## src/rtl/adc_seq_pkg.sv

```systemverilog
package adc_seq_pkg;
  localparam int NCH = 8;
  localparam int CH_W = 3;

  typedef struct packed {
    logic            diff;
    logic [CH_W-1:0] addr;
    logic            swap;
    logic            bip;
    logic            gain;
  } seq_cfg_t;

  localparam int CFG_W = $bits(seq_cfg_t);
endpackage

```

## src/rtl/seq_store.sv

```systemverilog
module seq_store
  import adc_seq_pkg::*;
#(
  parameter int DEPTH = 16,
  localparam int IDX_W = $clog2(DEPTH),
  localparam int LEN_W = $clog2(DEPTH + 1)
) (
  input  logic             clk,
  input  logic             rst_n,
  input  logic             app_i,
  input  logic             clr_i,
  input  seq_cfg_t         cfg_i,
  output logic [LEN_W-1:0] len_o,
  input  logic [IDX_W-1:0] run_idx_i,
  output seq_cfg_t         run_cfg_o,
  input  logic [IDX_W-1:0] rb_idx_i,
  output seq_cfg_t         rb_cfg_o
);
  seq_cfg_t          mem [DEPTH];
  logic [LEN_W-1:0]  len_q, len_d;
  logic              full, wr_en;

  assign full  = (len_q == LEN_W'(DEPTH));
  assign wr_en = app_i && !clr_i && !full;

  always_comb begin
    len_d = len_q;
    if (clr_i)      len_d = '0;
    else if (wr_en) len_d = len_q + 1'b1;
  end

  always_ff @(posedge clk or negedge rst_n) begin
    if (!rst_n) len_q <= '0;
    else        len_q <= len_d;
  end

  always_ff @(posedge clk) begin
    if (wr_en) mem[len_q[IDX_W-1:0]] <= cfg_i;
  end

  assign len_o     = len_q;
  assign run_cfg_o = mem[run_idx_i];
  assign rb_cfg_o  = mem[rb_idx_i];


  len_bound_chk: assert property (@(posedge clk) disable iff (!rst_n)
    len_q <= LEN_W'(DEPTH));
endmodule

```

## src/rtl/seq_walk.sv

```systemverilog
module seq_walk
  import adc_seq_pkg::*;
#(
  parameter int DEPTH = 16,
  localparam int IDX_W = $clog2(DEPTH),
  localparam int LEN_W = $clog2(DEPTH + 1)
) (
  input  logic             clk,
  input  logic             rst_n,
  input  logic             restart_i,
  input  logic             adv_i,
  input  logic [LEN_W-1:0] len_i,
  output logic [IDX_W-1:0] ptr_o
);
  logic [IDX_W-1:0] ptr_q, ptr_d;
  logic [LEN_W-1:0] wrap_at;

  assign wrap_at = (len_i != '0) ? len_i - 1'b1 : LEN_W'(NCH - 1);

  always_comb begin
    ptr_d = ptr_q;
    if (restart_i)  ptr_d = '0;
    else if (adv_i) ptr_d = (LEN_W'(ptr_q) == wrap_at) ? '0 : ptr_q + 1'b1;
  end

  always_ff @(posedge clk or negedge rst_n) begin
    if (!rst_n) ptr_q <= '0;
    else        ptr_q <= ptr_d;
  end

  assign ptr_o = ptr_q;


  ptr_wrap_chk: assert property (@(posedge clk) disable iff (!rst_n)
    LEN_W'(ptr_q) <= wrap_at);
endmodule

```

## src/rtl/conv_ctrl.sv

```systemverilog
module conv_ctrl
  import adc_seq_pkg::*;
#(
  parameter int RES_W = 12,
  localparam int WORD_W = RES_W + 1 + CH_W
) (
  input  logic              clk,
  input  logic              rst_n,
  input  logic              start_i,
  input  logic              done_i,
  input  seq_cfg_t          cfg_i,
  input  logic [RES_W-1:0]  res_i,
  output logic              busy_o,
  output logic              go_o,
  output logic              adv_o,
  output seq_cfg_t          act_o,
  output logic [WORD_W-1:0] word_o
);
  logic              busy_q, busy_d, go_q, go_d;
  logic              take, fin;
  seq_cfg_t          act_q, act_d;
  logic [WORD_W-1:0] word_q, word_d;

  assign take = start_i && !busy_q;
  assign fin  = done_i && busy_q;

  always_comb begin
    busy_d = busy_q;
    act_d  = act_q;
    word_d = word_q;
    go_d   = take;
    if (take) begin
      busy_d = 1'b1;
      act_d  = cfg_i;
    end
    if (fin) begin
      busy_d = 1'b0;
      word_d = {act_q.diff, act_q.addr, res_i};
    end
  end

  always_ff @(posedge clk or negedge rst_n) begin
    if (!rst_n) begin
      busy_q <= 1'b0;
      go_q   <= 1'b0;
      act_q  <= '0;
      word_q <= '0;
    end else begin
      busy_q <= busy_d;
      go_q   <= go_d;
      act_q  <= act_d;
      word_q <= word_d;
    end
  end

  assign busy_o = busy_q;
  assign go_o   = go_q;
  assign adv_o  = fin;
  assign act_o  = act_q;
  assign word_o = word_q;


  go_pulse_chk: assert property (@(posedge clk) disable iff (!rst_n)
    go_q |=> !go_q);

  busy_rise_chk: assert property (@(posedge clk) disable iff (!rst_n)
    $rose(busy_q) |-> go_q);

  act_hold_chk: assert property (@(posedge clk) disable iff (!rst_n)
    (busy_q && $past(busy_q)) |-> $stable(act_q));

  busy_fall_chk: assert property (@(posedge clk) disable iff (!rst_n)
    $fell(busy_q) |-> $past(done_i));

  word_hold_chk: assert property (@(posedge clk) disable iff (!rst_n)
    !$past(busy_q) |-> $stable(word_q));
endmodule

```

## src/rtl/adc_seq_ctrl.sv

```systemverilog
module adc_seq_ctrl
  import adc_seq_pkg::*;
#(
  parameter int DEPTH = 16,
  parameter int RES_W = 12,
  localparam int IDX_W = $clog2(DEPTH),
  localparam int LEN_W = $clog2(DEPTH + 1),
  localparam int BUS_W = RES_W + 1 + CH_W
) (
  input  logic             clk,
  input  logic             rst_n,
  input  logic             sel_i,
  input  logic             wr_i,
  input  logic             rd_i,
  input  logic             ctl_i,
  input  logic [CFG_W-1:0] cfg_i,
  input  logic             conv_start_i,
  input  logic             conv_done_i,
  input  logic [RES_W-1:0] conv_res_i,
  output logic             conv_go_o,
  output logic             busy_o,
  output logic [CH_W-1:0]  mux_addr_o,
  output logic             mux_diff_o,
  output logic             mux_swap_o,
  output logic             mux_bip_o,
  output logic             mux_gain_o,
  output logic [BUS_W-1:0] data_o,
  output logic             data_en_o
);
  logic             rst_m, rst_s;
  logic             app_ev, clr_ev, chg_ev, rb_act, rb_prev_q, rb_end;
  logic             adv, list_mode;
  logic [LEN_W-1:0] len;
  logic [IDX_W-1:0] run_ptr, rb_ptr;
  seq_cfg_t         run_cfg, rb_cfg, cur_cfg, act_cfg, rb_vis;
  logic [BUS_W-1:0] word;

  always_ff @(posedge clk or negedge rst_n) begin
    if (!rst_n) begin
      rst_m <= 1'b0;
      rst_s <= 1'b0;
    end else begin
      rst_m <= 1'b1;
      rst_s <= rst_m;
    end
  end

  assign app_ev = sel_i && wr_i && !ctl_i;
  assign clr_ev = sel_i && wr_i && ctl_i;
  assign chg_ev = app_ev || clr_ev;
  assign rb_act = sel_i && rd_i && ctl_i;
  assign rb_end = rb_prev_q && !rb_act;

  always_ff @(posedge clk or negedge rst_s) begin
    if (!rst_s) rb_prev_q <= 1'b0;
    else        rb_prev_q <= rb_act;
  end

  seq_store #(.DEPTH(DEPTH)) u_store (
    .clk(clk), .rst_n(rst_s), .app_i(app_ev), .clr_i(clr_ev),
    .cfg_i(seq_cfg_t'(cfg_i)), .len_o(len),
    .run_idx_i(run_ptr), .run_cfg_o(run_cfg),
    .rb_idx_i(rb_ptr), .rb_cfg_o(rb_cfg)
  );

  seq_walk #(.DEPTH(DEPTH)) u_run_walk (
    .clk(clk), .rst_n(rst_s), .restart_i(chg_ev), .adv_i(adv),
    .len_i(len), .ptr_o(run_ptr)
  );

  seq_walk #(.DEPTH(DEPTH)) u_rb_walk (
    .clk(clk), .rst_n(rst_s), .restart_i(chg_ev), .adv_i(rb_end),
    .len_i(len), .ptr_o(rb_ptr)
  );

  assign list_mode = (len != '0);

  always_comb begin
    cur_cfg      = '0;
    cur_cfg.addr = run_ptr[CH_W-1:0];
    if (list_mode) cur_cfg = run_cfg;
    rb_vis = list_mode ? rb_cfg : '0;
  end

  conv_ctrl #(.RES_W(RES_W)) u_conv (
    .clk(clk), .rst_n(rst_s), .start_i(conv_start_i), .done_i(conv_done_i),
    .cfg_i(cur_cfg), .res_i(conv_res_i), .busy_o(busy_o), .go_o(conv_go_o),
    .adv_o(adv), .act_o(act_cfg), .word_o(word)
  );

  assign mux_addr_o = act_cfg.addr;
  assign mux_diff_o = act_cfg.diff;
  assign mux_swap_o = act_cfg.swap;
  assign mux_bip_o  = act_cfg.bip;
  assign mux_gain_o = act_cfg.gain;

  assign data_en_o = sel_i && rd_i;
  assign data_o    = ctl_i ? {rb_vis, {(BUS_W-CFG_W){1'b0}}} : word;


  scan_plain_chk: assert property (@(posedge clk) disable iff (!rst_s)
    ($rose(busy_o) && !$past(list_mode)) |-> (act_cfg.diff == 1'b0 && act_cfg.bip == 1'b0));

  restart_chk: assert property (@(posedge clk) disable iff (!rst_s)
    chg_ev |=> (run_ptr == '0 && rb_ptr == '0));
endmodule

```

## config.mk

```make
export PLATFORM = sky130hd
export DESIGN_NAME = adc_seq_ctrl
export DESIGN_NICKNAME = d
export VERILOG_FILES = /design/src/rtl/adc_seq_pkg.sv /design/src/rtl/seq_store.sv /design/src/rtl/seq_walk.sv /design/src/rtl/conv_ctrl.sv /design/src/rtl/adc_seq_ctrl.sv
export SDC_FILE = /design/constraint.sdc
export NUM_CORES = 1
export LEC_CHECK = 0
export ABC_AREA = 1
export ABC_CLOCK_PERIOD_IN_PS = 4500
export BUFFER_PORTS_ARGS = -buffer_cell sky130_fd_sc_hd__buf_2
export CORE_AREA = 4 4 134 136
export CTS_CLUSTER_DIAMETER = 40
export CTS_CLUSTER_SIZE = 25
export DETAILED_ROUTE_END_ITERATION = 8
export DIE_AREA = 0 0 138 140
export HOLD_SLACK_MARGIN = 0.12
export PLACE_DENSITY = 0.72
export SETUP_SLACK_MARGIN = 0.3
export SKIP_LAST_GASP = 1
export SLEW_MARGIN = 20
export SYNTH_ARGS = -nofsm -noshare
export SYNTH_HDL_FRONTEND = slang
export SYNTH_HIERARCHICAL = 1
export SYNTH_SLANG_ARGS = --single-unit
```

## constraint.sdc

```tcl
create_clock -name clk -period 4.5 [get_ports clk]
set_input_delay 0.9 -clock clk [delete_from_list [all_inputs] [get_ports clk]]
set_output_delay 0.9 -clock clk [all_outputs]
set_load 0.005 [all_outputs]
```

==> impl_metrics.csv <==
group,metric,value,unit
status,outcome,"finished clean",
timing,hold_violations,0,
finish,multi_input_area,0.00328,sq mm
clocking,cts_tree,"built",
setup_path,crit_type,"flop to output port",
synthesis,ys_ff_latch,153,
clocking,clk_latency,0.43,ns
synthesis,yosys.area_share.xor_xnor,0.00403,
finish,num_antenna_cells,0,
finish,fillers,1535,
setup_path,slowest_delay,0.70,ns
finish,seq_area,0.00439,sq mm
routing,routed_wl,23.1,mm
timing,timing.fmax,290,MHz
setup_path,critical_path_required,3.60,ns
min_path,hp-class,"input port to asynchronous set/reset pin",
synthesis,synth_fa_ha_area_frac,0.0115,
synthesis,syn_inst,1093,
run,cap_violations,0,
clocking,cts_buffer_depth,2,
synthesis,synth_area,0.00869,sq mm
global_route,grt_pass1_vias,6858,
clocking,cts-root-buf,"clkbuf_16",
timing,min_period,3.45,ns
routing,routed_via_density,5.51,
timing,rsz0062_at_grt,"false",
place,globalplace.congestion,0.946,
pwr,ir_worst_vdd,0.312,mV
synthesis,muxShareOfSynthArea,0,
setup_path,cp-start-kind,"flop",
clocking,cts_hold_buf,0,
synthesis,synth_compound_area_frac,0.00346,
finish,final_layout_size_suffix_gt1_frac,0.122,
synthesis,seq_area_frac_synth,0.505,
die,io_pins,53,
die,die_area,0.0193,sq mm
routing,drt-initial-drc-count,1145,
die,die-width,138,um
timing,drv_slew,0,
routing,wl_per_cell,17.0,um
setup_path,cp_cell_sequence,"inv_2 > nand2_1 > nand3_1 > nand3_1 > nand3_1 > nand2_1 > nand2_1 > inv_1 > nand2_4 > nand2_2 > buf_2",
timing,skew,0.00648,ns
timing,worst_slew_pin_slew,1.01,ns
die,coreArea,0.0169,sq mm
die,rows,48,
setup_path,arrival,2.55,ns
global_route,gr-usage-met1,0.339,
synthesis,synth_cell_types,31,
die,initial_core_util,0.513,
global_route,grt_util_met2,0.363,
timing,worst_slew_margin_rel,0.328,
pwr,power_density,575,mW/mm^2
global_route,overflow,0,
global_route,grt_busiest_layer,"met2",
routing,drc,0,
timing,fin_hold_ws,0.258,ns
clocking,post_cts_resized,0,
pwr,p_leak,4.68,nW
timing,setup_tns,0,ns
synthesis,synth_top_family_by_area,"simple AND/OR/NAND/NOR gates",
global_route,grt_max_degree,63,
setup_path,slowest_stage,"inv_2",
setup_path,worstReg2RegStart,"u_store/len_o[0]",
synthesis,synth_nets,1128,
setup_path,startpoint,"u_rb_walk/ptr_o[0]",
finish,final_nets,1157,
routing,dr_total_vias,7494,
finish,area_growth,10.3,%
clocking,cts.clk_slew.worst_paths,0.06,ns
clocking,htree_levels,4,
die,die_h,140,um
synthesis,syn_area_per_cell,7.95,sq um
finish,final_area,0.00958,sq mm
global_route,grtUsageMet3,0.0413,
global_route,antenna_found_initial,0,
place,io_buffers,52,
setup_path,crit_fanout,56,
place,placed_area,0.00895,sq mm
global_route,grt_pass1_wl,36.7,mm
synthesis,yosys_warnings,6,
timing,setup_violations,0,
routing,dr.pass1.iters,6,
timing,fin_crit_sh,0.766,
clocking,cts_buffers,17,
setup_path,end_kind,"output port",
clocking,post_cts_buffers,0,
clocking,clock_sinks,153,
global_route,grt_usage,0.240,
routing,drtAntennaViolNets,0,
synthesis,synthSimpleGateAreaFrac,0.358,
place,place_hpwl,15.0,mm
cells by family (layout without fill, tap and decap cells):
family / after synthesis / count (layout)
other cells: 1 / 1
compound gates: 6 / 6
xor+xnor: 4 / 4
buf+inv: 231 / 273
simple gates: 690 / 690
flops: 153 / 153
fa+ha+maj: 8 / 8
cells in the final DEF (no fill, tap or decap), types with 11 or more instances in the layout:
cell | Yosys | layout
inv_2 | 11 | 11
nand2_1 | 367 | 367
edfxtp_1 | 112 | 112
dfrtp_1 | 41 | 38
inv_1 | 170 | 170
nor2_1 | 38 | 38
clkbuf_16 | 0 | 17
nor3_1 | 12 | 12
buf_2 | 27 | 52
nand2_4 | 11 | 11
nand3_1 | 234 | 234
flip-flops by register name, summed over array words and instances (netlist names), 4 cells and up:
register and count:
u_conv/word_o 16, u_store/mem 112, u_rb_walk/ptr_o 4, u_store/len_o 5, u_run_walk/ptr_o 4, u_conv/act_o 7
worst paths after layout:
kind / slack (ns) / depth (start not counted) / end
max: 1.05 / 11 / data_o[10]
min: 0.26 / 1 / rst_s
max reg2reg: 1.94 / 5 / u_store/mem[12][1]
min in group clk: 0.35 / 0 / rst_s
max in group asynchronous: 3.52 / 0 / u_run_walk/ptr_o[0]
min reg2reg: 0.35 / 0 / rst_s
critical path: cells and delay by family, from the launching register on:
| kind | cells | cell delay, ns |
|---|---|---|
| simple gates | 8 | 0.80 |
| buf+inv | 3 | 0.88 |
| flops | 1 | 0.40 |
layout make-up:
type,instances,area share
Timing Repair Buffer,60,0.0334
Sequential cell,153,0.459
Inverter,181,0.0709
Multi-Input combinational cell,709,0.342
Clock inverter,15,0.0210
Clock buffer,17,0.0444
Tap cell,225,0.0294
routing by layer:
| metal | part of all wire | wire, um |
|---|---|---|
| met1 | 0.43 | 9930 |
| met5 | 0 | 0 |
| met4 | 0.036 | 828 |
| met3 | 0.10 | 2400 |
| met2 | 0.43 | 9990 |
power breakdown:
| group | leakage, nW | internal, mW | total, mW | switching, mW |
|---|---|---|---|---|
| clock | 0.302 | 0.929 | 1.50 | 0.572 |
| sequential | 1.53 | 1.63 | 1.78 | 0.144 |
| combinational | 2.84 | 0.698 | 2.23 | 1.53 |
| total | 4.68 | 3.26 | 5.51 | 2.25 |
stage by stage:
stage | std cells | power (mW) | setup WS, ns | util
detailed placement | 1328 | 3.96 | 1.29 | 0.529
CTS | 1360 | 5.48 | 1.10 | 0.566
global placement | 1328 | 3.93 | 1.43 | 0.529
global route | 1360 | 5.82 | 0.926 | 0.566
floorplan | 1093 | 3.40 | 1.74 | -
finish | 1360 | 5.51 | 1.05 | 0.566
synth_stat cells, drive strengths merged:
library cell | number | share of area
buf | 46 | 0.035
clkbuf | 4 | 0.0040
conb | 1 | 0.00043
dfrtp | 41 | 0.12
edfxtp | 112 | 0.39
ha | 8 | 0.012
inv | 181 | 0.078
nand2 | 387 | 0.18
nand3 | 241 | 0.14
nand4 | 5 | 0.0036
nor2 | 42 | 0.020
nor3 | 12 | 0.0069
o21ai | 6 | 0.0035
or2 | 3 | 0.0022
xnor2 | 2 | 0.0020
xor2 | 2 | 0.0020
Power figures use the tool's default switching activity.
